### src/rtl/vjtag_hub_pkg.sv
package vjtag_hub_pkg;

  localparam logic [10:0] HUB_MFG_ID = 11'h06E;

  typedef enum logic [1:0] {
    PATH_NONE,
    PATH_VIR,
    PATH_INFO,
    PATH_NODE
  } pathE;

  typedef struct packed {
    logic clear;
    logic virCapture;
    logic virShift;
    logic virUpdate;
    logic infoCapture;
    logic infoShift;
    logic infoAdvance;
  } ctrlS;

endpackage

### src/rtl/vjtag_hub_ctrl.sv
module vjtag_hub_ctrl
  import vjtag_hub_pkg::*;
#(
  parameter int IR_W = 10,
  parameter logic [IR_W-1:0] SEL_VIR_CODE = 'h0E,
  parameter logic [IR_W-1:0] SEL_DATA_CODE = 'h0C,
  parameter int NODE_COUNT = 3,
  parameter int N_W = 2,
  parameter int M_W = 4
) (
  input  logic [IR_W-1:0] irValue,
  input  logic            tlr,
  input  logic            captureDr,
  input  logic            shiftDr,
  input  logic            updateDr,
  input  logic [N_W-1:0]  virAddr,
  input  logic [M_W-1:0]  virInstr,
  output ctrlS            ctrl,
  output pathE            path
);

  always_comb begin
    path = PATH_NONE;
    if (irValue == SEL_VIR_CODE) begin
      path = PATH_VIR;
    end else if (irValue == SEL_DATA_CODE) begin
      if (virAddr == '0) begin
        if (virInstr == '0) path = PATH_INFO;
      end else if (int'(virAddr) <= NODE_COUNT) begin
        path = PATH_NODE;
      end
    end
  end

  always_comb begin
    ctrl.clear       = tlr;
    ctrl.virCapture  = (path == PATH_VIR)  && captureDr;
    ctrl.virShift    = (path == PATH_VIR)  && shiftDr;
    ctrl.virUpdate   = (path == PATH_VIR)  && updateDr;
    ctrl.infoCapture = (path == PATH_INFO) && captureDr;
    ctrl.infoShift   = (path == PATH_INFO) && shiftDr;
    ctrl.infoAdvance = (path == PATH_INFO) && updateDr;
  end

endmodule

### src/rtl/vjtag_hub_dp.sv
module vjtag_hub_dp
  import vjtag_hub_pkg::*;
#(
  parameter int NODE_COUNT = 3,
  parameter int M_W = 4,
  parameter int N_W = 2,
  parameter logic [4:0] HUB_VER = 5'd1,
  parameter logic [NODE_COUNT*32-1:0] NODE_INFO = '0
) (
  input  logic           tck,
  input  ctrlS           ctrl,
  input  logic           tdi,
  output logic [N_W-1:0] virAddr,
  output logic [M_W-1:0] virInstr,
  output logic           virBit,
  output logic           infoBit
);

  localparam int VIR_W     = N_W + M_W;
  localparam int WORDS     = NODE_COUNT + 1;
  localparam int NIB_TOTAL = 8 * WORDS;
  localparam int PTR_W     = $clog2(NIB_TOTAL + 1);

  localparam logic [31:0] HUB_WORD =
    {HUB_VER, 8'(NODE_COUNT), HUB_MFG_ID, 8'(M_W)};

  logic [VIR_W-1:0] virSr;
  logic [PTR_W-1:0] nibPtr;
  logic [3:0]       nibSr;
  logic [31:0]      descWord [WORDS];
  logic [31:0]      curWord;
  logic [3:0]       curNib;

  assign descWord[0] = HUB_WORD;
  for (genvar k = 0; k < NODE_COUNT; k++) begin : g_desc
    assign descWord[k+1] = NODE_INFO[k*32 +: 32];
  end

  always_comb begin
    curWord = '0;
    for (int w = 0; w < WORDS; w++) begin
      if (int'(nibPtr[PTR_W-1:3]) == w) curWord = descWord[w];
    end
    if (int'(nibPtr) >= NIB_TOTAL) curWord = '0;
    curNib = '0;
    for (int q = 0; q < 8; q++) begin
      if (int'(nibPtr[2:0]) == q) curNib = curWord[q*4 +: 4];
    end
  end

  always_ff @(posedge tck) begin
    if (ctrl.clear) begin
      virSr    <= '0;
      virAddr  <= '0;
      virInstr <= '0;
      nibPtr   <= '0;
      nibSr    <= '0;
    end else begin
      if (ctrl.virCapture)    virSr <= {virAddr, virInstr};
      else if (ctrl.virShift) virSr <= {tdi, virSr[VIR_W-1:1]};

      if (ctrl.virUpdate) begin
        {virAddr, virInstr} <= virSr;
        nibPtr <= '0;
      end else if (ctrl.infoAdvance && int'(nibPtr) < NIB_TOTAL) begin
        nibPtr <= nibPtr + 1'b1;
      end

      if (ctrl.infoCapture)    nibSr <= curNib;
      else if (ctrl.infoShift) nibSr <= {tdi, nibSr[3:1]};
    end
  end

  assign virBit  = virSr[0];
  assign infoBit = nibSr[0];

endmodule

### src/rtl/vjtag_hub.sv
module vjtag_hub
  import vjtag_hub_pkg::*;
#(
  parameter int IR_W = 10,
  parameter logic [IR_W-1:0] SEL_VIR_CODE = 'h0E,
  parameter logic [IR_W-1:0] SEL_DATA_CODE = 'h0C,
  parameter int NODE_COUNT = 3,
  parameter int M_W = 4,
  parameter logic [4:0] HUB_VER = 5'd1,
  parameter logic [NODE_COUNT*32-1:0] NODE_INFO =
    {32'h12A92300, 32'h08406E01, 32'h08406E00},
  localparam int N_W = $clog2(NODE_COUNT + 1)
) (
  input  logic                  tck,
  input  logic                  tlr,
  input  logic [IR_W-1:0]       irValue,
  input  logic                  captureDr,
  input  logic                  shiftDr,
  input  logic                  updateDr,
  input  logic                  tdi,
  output logic                  tdo,
  input  logic [NODE_COUNT-1:0] nodeTdo,
  output logic [NODE_COUNT-1:0] nodeTdi,
  output logic [NODE_COUNT-1:0] nodeSel,
  output logic [M_W-1:0]        nodeIr,
  output logic [N_W-1:0]        virAddrOut
);

  ctrlS           ctrl;
  pathE           path;
  logic [N_W-1:0] virAddr;
  logic [M_W-1:0] virInstr;
  logic           virBit;
  logic           infoBit;
  logic           nodeBit;

  vjtag_hub_ctrl #(
    .IR_W(IR_W), .SEL_VIR_CODE(SEL_VIR_CODE), .SEL_DATA_CODE(SEL_DATA_CODE),
    .NODE_COUNT(NODE_COUNT), .N_W(N_W), .M_W(M_W)
  ) i_ctrl (
    .irValue(irValue), .tlr(tlr), .captureDr(captureDr), .shiftDr(shiftDr),
    .updateDr(updateDr), .virAddr(virAddr), .virInstr(virInstr),
    .ctrl(ctrl), .path(path)
  );

  vjtag_hub_dp #(
    .NODE_COUNT(NODE_COUNT), .M_W(M_W), .N_W(N_W),
    .HUB_VER(HUB_VER), .NODE_INFO(NODE_INFO)
  ) i_dp (
    .tck(tck), .ctrl(ctrl), .tdi(tdi), .virAddr(virAddr),
    .virInstr(virInstr), .virBit(virBit), .infoBit(infoBit)
  );

  for (genvar k = 0; k < NODE_COUNT; k++) begin : g_node
    assign nodeSel[k] = (path == PATH_NODE) && (int'(virAddr) == k + 1);
    assign nodeTdi[k] = nodeSel[k] & tdi;
  end

  always_comb begin
    nodeBit = 1'b0;
    for (int k = 0; k < NODE_COUNT; k++) begin
      if (nodeSel[k]) nodeBit = nodeTdo[k];
    end
  end

  always_comb begin
    unique case (path)
      PATH_VIR:  tdo = virBit;
      PATH_INFO: tdo = infoBit;
      PATH_NODE: tdo = nodeBit;
      default:   tdo = 1'b0;
    endcase
  end

  assign nodeIr     = virInstr;
  assign virAddrOut = virAddr;

endmodule

### config.mk
export PLATFORM = sky130hd
export DESIGN_NAME = vjtag_hub
export DESIGN_NICKNAME = d
export VERILOG_FILES = /design/src/rtl/vjtag_hub_pkg.sv /design/src/rtl/vjtag_hub_ctrl.sv /design/src/rtl/vjtag_hub_dp.sv /design/src/rtl/vjtag_hub.sv
export SDC_FILE = /design/constraint.sdc
export NUM_CORES = 1
export LEC_CHECK = 0
export CAP_MARGIN = 20
export CORE_MARGIN = 3
export CORE_UTILIZATION = 30
export DETAILED_ROUTE_END_ITERATION = 16
export DONT_BUFFER_PORTS = 1
export PLACE_DENSITY = 0.44
export SETUP_SLACK_MARGIN = 0.02
export SLEW_MARGIN = 20
export SYNTH_ARGS = -nofsm -noshare
export SYNTH_HDL_FRONTEND = slang
export SYNTH_SLANG_ARGS = --single-unit
### constraint.sdc
create_clock -name tck -period 2.7 [get_ports tck]
set_input_delay 0.405 -clock tck [delete_from_list [all_inputs] [get_ports tck]]
set_output_delay 0.405 -clock tck [all_outputs]
set_load 0.05 [all_outputs]
==> results of run 1 <==
==> area by class of cell <==
class | instances | share of cell area
Multi-Input combinational cell | 153 | 0.564
Sequential cell | 22 | 0.263
Timing Repair Buffer | 12 | 0.0761
Tap cell | 52 | 0.0388
Clock buffer | 3 | 0.0246
Clock inverter | 1 | 0.0179
Inverter | 7 | 0.0157
==> cells in the final DEF, fill, tap and decap left out, types with 3 or more instances in the layout <==
cell | synthesis | final
o21ai_0 | 3 | 3
buf_12 | 0 | 3
ha_1 | 6 | 6
nor3_1 | 6 | 6
nor2_1 | 28 | 27
buf_4 | 0 | 9
and2_1 | 3 | 3
nand3_1 | 5 | 5
nand2_1 | 17 | 17
dfxtp_1 | 22 | 22
nor2b_1 | 10 | 10
a21oi_1 | 20 | 20
clkbuf_8 | 0 | 3
and3_1 | 5 | 5
nand2b_1 | 5 | 5
o22ai_1 | 7 | 7
inv_1 | 7 | 7
mux2i_1 | 3 | 3
==> state kept, by name (all words and copies together) (netlist names) <==
name,flops
i_dp.nibPtr,6
i_dp.virSr,6
i_dp.nibSr,4
i_dp.virInstr,4
i_dp.virAddr,2
==> worst min path at each step <==
stage | startpoint | end | cells after the start
2_1_floorplan | i_dp.nibSr[0] | i_dp.nibSr[0] | 2
3_3_place_gp | i_dp.virSr[2] | i_dp.virInstr[2] | 2
3_5_place_dp | i_dp.virSr[1] | i_dp.virInstr[1] | 2
4_1_cts | tlr | i_dp.virInstr[3] | 1
5_1_grt | tlr | i_dp.virInstr[3] | 1
6_report | tlr | i_dp.virInstr[3] | 1
==> power breakdown <==
| part | total [mW] | switching, mW | internal (mW) | leakage, nW |
|---|---|---|---|---|
| clock | 0.306 | 0.108 | 0.198 | 0.0357 |
| sequential | 0.324 | 0.000102 | 0.324 | 0.177 |
| combinational | 0.0241 | 0.0120 | 0.0121 | 0.405 |
| total | 0.655 | 0.120 | 0.534 | 0.617 |
==> cells by family after synthesis <==
group,count (synthesis),share of synthesized area
and+or+nand+nor,97,0.362
buffers and inverters,21,0.0568
DFF,22,0.303
muxes,3,0.0206
xor gates and xnor gates,3,0.0181
adders and majority gates,6,0.0516
AOI/OAI and AO/OA,44,0.188
==> metal layers <==
| layer | vias up | global-route usage | part of all wire |
|---|---|---|---|
| met4 | 0 | 0.0291 | 0.011 |
| met1 | 626 | 0.208 | 0.49 |
| met5 | - | 0 | 0 |
| li1 | 687 | - | - |
| met3 | 6 | 0.0290 | 0.070 |
| met2 | 46 | 0.211 | 0.43 |
==> impl_metrics.yaml, run 1 <==
timing:
  max_freq_mhz: 431
  finalSetupViolations: 0
  hold_violations: 0
  fin_crit_sh: 0.859
  whs_ns: 0.199
  relSlewSlack: 0.713
  rsz0062_at_grt: "false"
  fin_skew_ns: 0.00708
  slew_violations: 0
  worst_pin_slew_ns: 0.432
  layout_setup_ws_ns: 0.380
  fin_crit_ns: 2.32
  fin_setup_tns_ns: 0
clock_tree:
  root_buffer: "clkbuf_8"
  clkTransAtPathRegs_ns: 0.08
  cts_buffers: 3
  cts_setup_buffers: 0
  cts_tree: "built"
  cts.sinks: 22
  clock_latency_ns: 0.26
  holdBufCountCts: 0
  htreeDepth: 1
  cts_resized: 0
  clk_path_buf_depth: 2
pwr:
  leakagePower_nw: 0.617
  total_power_uw: 655
  power_density_nw_per_um2: 390
  vdd_drop_max_mv: 0.210
route:
  dr_total_vias: 1365
  routed_wl_um: 3780
  vias_per_cell: 5.46
  drtAntennaViolNets: 0
  wl_per_cell_um: 15.1
  first_pass_iters: 4
  detailedRoute.firstIterationViolations: 111
  drc: 0
logic_synthesis:
  synth_ff_type: "dfxtp_1"
  synth_nets: 221
  syn_area_um2: 1460
  synth_cell_type_count: 45
  synth_area_leaders: "dfxtp_1 (30%), nor2_1 (7.2%), a21oi_1 (6.9%), ha_1 (5.2%), nand2_1 (4.4%)"
  syn_avg_cell_area_um2: 7.42
  synth.yosys.seq_area_share: 0.303
  synth_edf_count: 0
  synth.most_common_cell: "nor2_1"
  ys_seq_elements: 22
  postSynthCellCount: 196
  yosys.area.top_type: "dfxtp_1"
  ys_warn_count: 0
  synth_common_cells: "nor2_1 (28), dfxtp_1 (22), a21oi_1 (20)"
  yosysTopAreaCellShare: 0.303
  synthArstFlopShare: 0
worst_setup_path:
  startpoint: "irValue[5]"
  setup.worst_path.class: "in -> out"
  cpMaxStageDelayCell: "or4_4"
  cp-endpoint: "nodeTdi[0]"
  cp-end-kind: "output pin"
  r2r_slack_ns: 0.63
  timing.rr.end: "i_dp.nibSr[0]"
  cp.depth: 5
  slowest_delay_ns: 0.54
  rr_startpoint: "i_dp.nibPtr[0]"
  cp_max_fo: 5
  arrival_ns: 1.92
  cp_cell_sequence: "or4_4 -> or3_4 -> nor3b_4 -> and2_1 -> buf_12"
  critPathLaunchType: "primary input"
  cp_num_buf_inv: 1
  r2r_cells: 6
  required_ns: 2.30
  path_delay_family: "simple AND/OR/NAND/NOR gates"
min_path:
  hold_class: "in -> reg"
floorplanning:
  row_count: 24
  die_x_um: 75.6
  pin_count: 32
  die_h_um: 75.6
  fp.dieArea_um2: 5720
  start_util: 0.323
  coreArea_um2: 4500
global_routing:
  groute.usage.overall: 0.141
  antenna_found_initial: 0
  grt_max_degree: 22
  grt-ovfl-total: 0
  grt_first_pass_wirelength_um: 6180
  grt_pass1_vias: 1307
placed_design:
  place.gp.congestion: 0.811
  placed_area_um2: 1610
  placed_cells: 246
  io_buffers: 0
  pre_cts_ws_ns: 0.373
  dp_hpwl_um: 2970
outcome:
  status: "finished clean"
cells_and_area:
  design_area_um2: 1680
  drive_gt1_frac: 0.121
  nNetsFinal: 224
  syn2layout_area_growth_pct: 15.2
  antenna_cells: 0
  fin_cells: 250
  seqCellArea_um2: 440
  nFillCells: 457
  final_core_utilization: 0.372
  multiInputGateArea_um2: 946
job:
  max-cap-violations: 0
No activity file was read; power rests on OpenSTA's default activity.
==> run 2: changes to the inputs <==
CORE_UTILIZATION = 50   (was 30)
CTS_CLUSTER_SIZE = 14   (was unset)
PLACE_DENSITY = 0.65   (was 0.44)
==> run 2 against run 1 <==
Against the previous run: flip-flop and latch count unchanged; core utilization rose by 25 points; cell count fell by 8.8%; fmax rose by 0.96%; combinational power barely moved; largest cell class unchanged.
==> impl_metrics.yaml, run 2 (same netlist as run 1, synthesis figures left out) <==
worst_setup_path:
  required_ns: 2.30
  r2r_slack_ns: 0.61
  cp-endpoint: "nodeTdi[0]"
  startpoint: "irValue[5]"
  critPathLaunchType: "primary input"
  rr_startpoint: "i_dp.nibPtr[0]"
  cp-end-kind: "output pin"
  timing.rr.end: "i_dp.nibSr[0]"
  r2r_cells: 6
  cp_max_fo: 5
  arrival_ns: 1.89
  setup.worst_path.class: "in -> out"
timing:
  fin_crit_sh: 0.851
  hold_violations: 0
  relSlewSlack: 0.715
  worst_pin_slew_ns: 0.429
  finalSetupViolations: 0
  slew_violations: 0
  rsz0062_at_grt: "false"
  fin_skew_ns: 0.0124
  fin_setup_tns_ns: 0
  fin_crit_ns: 2.30
  max_freq_mhz: 435
global_routing:
  grt_max_degree: 22
  grt-ovfl-total: 0
  antenna_found_initial: 0
  grt_pass1_vias: 1284
  groute.usage.overall: 0.209
  grt_first_pass_wirelength_um: 5840
floorplanning:
  row_count: 18
  die_x_um: 59.9
  pin_count: 32
  fp.dieArea_um2: 3590
  start_util: 0.557
  coreArea_um2: 2610
  die_h_um: 59.9
clock_tree:
  clk_path_buf_depth: 2
  cts_resized: 0
  htreeDepth: 1
  cts.sinks: 22
  clock_latency_ns: 0.31
  holdBufCountCts: 0
  cts_tree: "built"
  cts_setup_buffers: 0
  clkTransAtPathRegs_ns: 0.14
  root_buffer: "clkbuf_4"
  cts_buffers: 3
cells_and_area:
  nNetsFinal: 224
  drive_gt1_frac: 0.121
  top_regs: "i_dp.nibPtr (6), i_dp.virSr (6)"
  nFillCells: 227
  seqCellArea_um2: 440
  layout_commonest_cell: "nor2_1"
  final_core_utilization: 0.624
  multiInputGateArea_um2: 946
  antenna_cells: 0
  syn2layout_area_growth_pct: 12.0
  mostFrequentLayoutCells: "nor2_1 (27), dfxtp_1 (22), a21oi_1 (20)"
placed_design:
  io_buffers: 0
  dp_hpwl_um: 2580
  place.gp.congestion: 0.923
route:
  routed_wl_um: 3400
  dr_total_vias: 1374
  drtAntennaViolNets: 0
  detailedRoute.firstIterationViolations: 135
  wl_per_cell_um: 14.9
  first_pass_iters: 4
  vias_per_cell: 6.03
  drc: 0
pwr:
  vdd_drop_max_mv: 0.339
  power_density_nw_per_um2: 371
  leakagePower_nw: 0.610
job:
  max-cap-violations: 0
min_path:
  hold_class: "in -> reg"
outcome:
  status: "finished clean"
run 2: cell counts in the layout (fill, tap and decap cells not counted):
No cell type changed its count.
run 2: per-stage QoR:
step	cell area (um^2)	power [mW]	worst slack [ns]	std cells	hold WS, ns
after CTS	1630	0.606	0.390	228	0.134
final	1630	0.604	0.402	228	0.139
after global routing	1630	0.624	0.323	228	0.121
after global placement	1580	0.355	0.406	224	0.456
after detailed placement	1580	0.356	0.390	224	0.461
after floorplan	1470	0.360	-0.0963	196	0.446
run 2: how the worst min path moves through the flow:
stage | endpoint | cells past startpoint | slack, ns | startpoint
after CTS | i_dp.virInstr[1] | 1 | 0.13 | tlr
final | i_dp.virAddr[1] | 1 | 0.14 | tlr
after global routing | i_dp.virInstr[0] | 1 | 0.12 | tlr
after floorplan | i_dp.nibSr[0] | 2 | 0.45 | i_dp.nibSr[0]
after detailed placement | i_dp.virInstr[1] | 2 | 0.46 | i_dp.virSr[1]
after global placement | i_dp.virInstr[1] | 2 | 0.46 | i_dp.virSr[1]
run 2: area by class of cell:
class                           instances  area share
Multi-Input combinational cell        153       0.580
Sequential cell                        22       0.270
Timing Repair Buffer                   12      0.0783
Tap cell                               30      0.0230
Clock inverter                          1      0.0184
Inverter                                7      0.0161
Clock buffer                            3      0.0138
run 2: critical path, stage by stage:
cell	delay, ns
or4_4	0.53
or3_4	0.44
nor3b_4	0.19
and2_1	0.19
buf_12	0.14
run 2: metal layers:
metal | global-route usage | routed length, um | up-vias
li1 | - | - | 692
met1 | 0.305 | 1640 | 616
met2 | 0.309 | 1460 | 62
met3 | 0.0454 | 283 | 4
met4 | 0.0570 | 28 | 0
met5 | 0 | 0 | -
run 2: power breakdown:
part / leakage [nW] / total, mW / internal (mW) / switching, mW
clock network: 0.0279 / 0.255 / 0.150 / 0.105
registers: 0.177 / 0.325 / 0.325 / 0.000112
logic: 0.405 / 0.0238 / 0.0121 / 0.0117
==> run 3: changes to the inputs <==
ABC_AREA = 1   (was unset)
==> run 3 against run 2 <==
Against the previous run: register-to-register slack better by 0.39 ns; cell count is 19% higher; clock power fell by 3%; core utilization is 1.9 points lower; die area up 2.9%; sequential power barely moved; first-iteration DRC count fell by 19%; synthesized cell count increased by 16%; design area is 4.1% higher; critical path depth up 2; flip-flop and latch count unchanged; clock skew fell by 0.0072 ns; critical endpoint is now tdo.
==> impl_metrics.yaml, run 3 <==
outcome:
  status: "finished clean"
timing:
  fin_setup_tns_ns: 0
  fin_crit_ns: 2.25
  layout_setup_ws_ns: 0.446
  max_freq_mhz: 444
  finalSetupViolations: 0
  slew_violations: 0
  worst_pin_slew_ns: 0.428
  relSlewSlack: 0.715
  rsz0062_at_grt: "false"
  fin_crit_sh: 0.835
  fin_skew_ns: 0.00521
  hold_violations: 0
logic_synthesis:
  syn_avg_cell_area_um2: 6.62
  synth.most_common_cell: "nand2_1"
  postSynthCellCount: 227
  synth_cell_type_count: 33
  ys_warn_count: 0
  synth_nets: 252
  synth_ff_type: "dfxtp_1"
  syn_area_um2: 1500
  ys_seq_elements: 22
  yosysTopAreaCellShare: 0.293
  synth_area_leaders: "dfxtp_1 (29%), nand2_1 (12%), inv_1 (8.5%), o21ai_0 (8.0%), a21oi_1 (7.7%)"
  yosys.area.top_type: "dfxtp_1"
  synth_edf_count: 0
  synth_common_cells: "nand2_1 (48), inv_1 (34), o21ai_0 (24)"
  synthArstFlopShare: 0
  synth.yosys.seq_area_share: 0.293
cells_and_area:
  antenna_cells: 0
  drive_gt1_frac: 0.162
  final_core_utilization: 0.605
  seqCellArea_um2: 440
  multiInputGateArea_um2: 921
  layout_commonest_cell: "nand2_1"
  mostFrequentLayoutCells: "nand2_1 (48), inv_1 (34), o21ai_0 (24)"
  nFillCells: 261
  syn2layout_area_growth_pct: 13.0
  nNetsFinal: 267
  design_area_um2: 1700
  top_regs: "i_dp.nibPtr (6), i_dp.virSr (6)"
placed_design:
  pre_cts_ws_ns: 0.675
  place.gp.congestion: 0.777
  placed_area_um2: 1650
  io_buffers: 0
  dp_hpwl_um: 2840
pwr:
  switchingPower_uw: 116
  clkPwrFrac: 0.415
  sw_frac_of_total: 0.194
  pwr-share-seq: 0.544
  leakagePower_nw: 0.798
  intPower_uw: 481
  power_density_nw_per_um2: 352
  total_power_uw: 597
  vdd_drop_max_mv: 0.353
  combPwrFrac: 0.041
worst_setup_path:
  arrival_ns: 1.85
  r2r_slack_ns: 1.00
  path_delay_family: "compound AO/OA/AOI/OAI gates"
  slowest_delay_ns: 0.32
  setup.worst_path.class: "reg -> out"
  cp_max_fo: 7
  cp.depth: 7
  cp_num_buf_inv: 3
  cpMaxStageDelayCell: "dfxtp_1"
  timing.rr.end: "i_dp.nibSr[2]"
  cp-endpoint: "tdo"
  cp_cell_sequence: "buf_4 -> inv_2 -> nand2_1 -> o211ai_1 -> a22oi_1 -> a21oi_2 -> buf_12"
  critPathLaunchType: "register"
  rr_startpoint: "i_dp.nibPtr[2]"
  required_ns: 2.30
  r2r_cells: 11
  cp-end-kind: "output pin"
  startpoint: "i_dp.virAddr[1]"
clock_tree:
  cts.sinks: 22
  holdBufCountCts: 0
  htreeDepth: 1
  root_buffer: "clkbuf_4"
  cts_buffers: 3
  clock_latency_ns: 0.30
  clk_path_buf_depth: 2
  cts_tree: "built"
  cts_resized: 0
  clkTransAtPathRegs_ns: 0.12
  cts_setup_buffers: 0
global_routing:
  grt_max_degree: 16
  grt_first_pass_wirelength_um: 5730
  grt-ovfl-total: 0
  grt_pass1_vias: 1397
  antenna_found_initial: 0
  groute.usage.overall: 0.202
min_path:
  hold_class: "in -> reg"
route:
  dr_total_vias: 1461
  detailedRoute.firstIterationViolations: 110
  drtAntennaViolNets: 0
  wl_per_cell_um: 12.6
  vias_per_cell: 5.37
  first_pass_iters: 4
  routed_wl_um: 3430
  drc: 0
floorplanning:
  fp.dieArea_um2: 3700
  coreArea_um2: 2810
  start_util: 0.536
  die_x_um: 60.8
  die_h_um: 60.8
  pin_count: 32
  row_count: 19
job:
  max-cap-violations: 0
[run 3: through the flow]
step,hold WS (ns),instances
final,0.149,272
after global routing,0.132,272
after CTS,0.137,272
after detailed placement,0.458,268
after global placement,0.444,268
after floorplan,0.436,227
[run 3: metal layers]
metal  track usage  part of all wire  vias up  routed length (um)
li1              -                 -      762                   -
met1         0.263              0.47      660                1620
met2         0.333              0.47       33                1620
met3        0.0298             0.043        6                 149
met4        0.0836             0.013        0                  46
met5             0                 0        -                   0
[run 3: power groups by stage]
| stage | Sequential (mW) | Clock [mW] | Combinational, mW |
|---|---|---|---|
| 4_1_cts | 0.325 | 0.255 | 0.0251 |
| 3_5_place_dp | 0.332 | 0 | 0.0251 |
| 3_3_place_gp | 0.332 | 0 | 0.0243 |
| 5_1_grt | 0.325 | 0.268 | 0.0288 |
| 6_report | 0.325 | 0.248 | 0.0247 |
| 2_1_floorplan | 0.332 | 0 | 0.0210 |
[run 3: final cells by class]
| cell class | instances | share of cell area |
|---|---|---|
| tap | 31 | 0.0228 |
| sequential | 22 | 0.259 |
| clock inverter | 1 | 0.0177 |
| clock buffer | 3 | 0.0133 |
| multi-input combinational | 166 | 0.542 |
| timing repair buffer | 13 | 0.0648 |
| inverter | 36 | 0.0796 |
[run 3: how the worst min path moves through the flow]
stage / startpoint / to / slack (ns) / depth (start not counted)
floorplan: i_dp.nibSr[3] / i_dp.nibSr[3] / 0.44 / 2
global placement: i_dp.nibSr[3] / i_dp.nibSr[3] / 0.44 / 2
detailed placement: i_dp.nibSr[3] / i_dp.nibSr[3] / 0.46 / 2
CTS: tlr / i_dp.nibSr[0] / 0.14 / 1
global route: tlr / i_dp.nibSr[3] / 0.13 / 1
finish: tlr / i_dp.nibSr[0] / 0.15 / 1
[run 3: cells by family (layout without fill, tap and decap cells)]
| family | Yosys count | count (layout) | share of synthesized area |
|---|---|---|---|
| AO/OA/AOI/OAI | 56 | 56 | 0.198 |
| buffers and inverters | 39 | 53 | 0.101 |
| flip-flops | 22 | 22 | 0.293 |
| adder cells (fa/ha/maj) | 6 | 6 | 0.0500 |
| AND/OR/NAND/NOR | 104 | 104 | 0.358 |
[run 3: worst reg2reg max path: stages, from the launching register on]
cell and delay, ns:
dfxtp_1 0.47, inv_1 0.13, ha_1 0.23, inv_1 0.10
nand3_1 0.08, o21ai_0 0.16, nand2_1 0.06, nand2_1 0.06
nand2_1 0.05, nand2_1 0.08, o21ai_0 0.11, a21oi_1 0.13
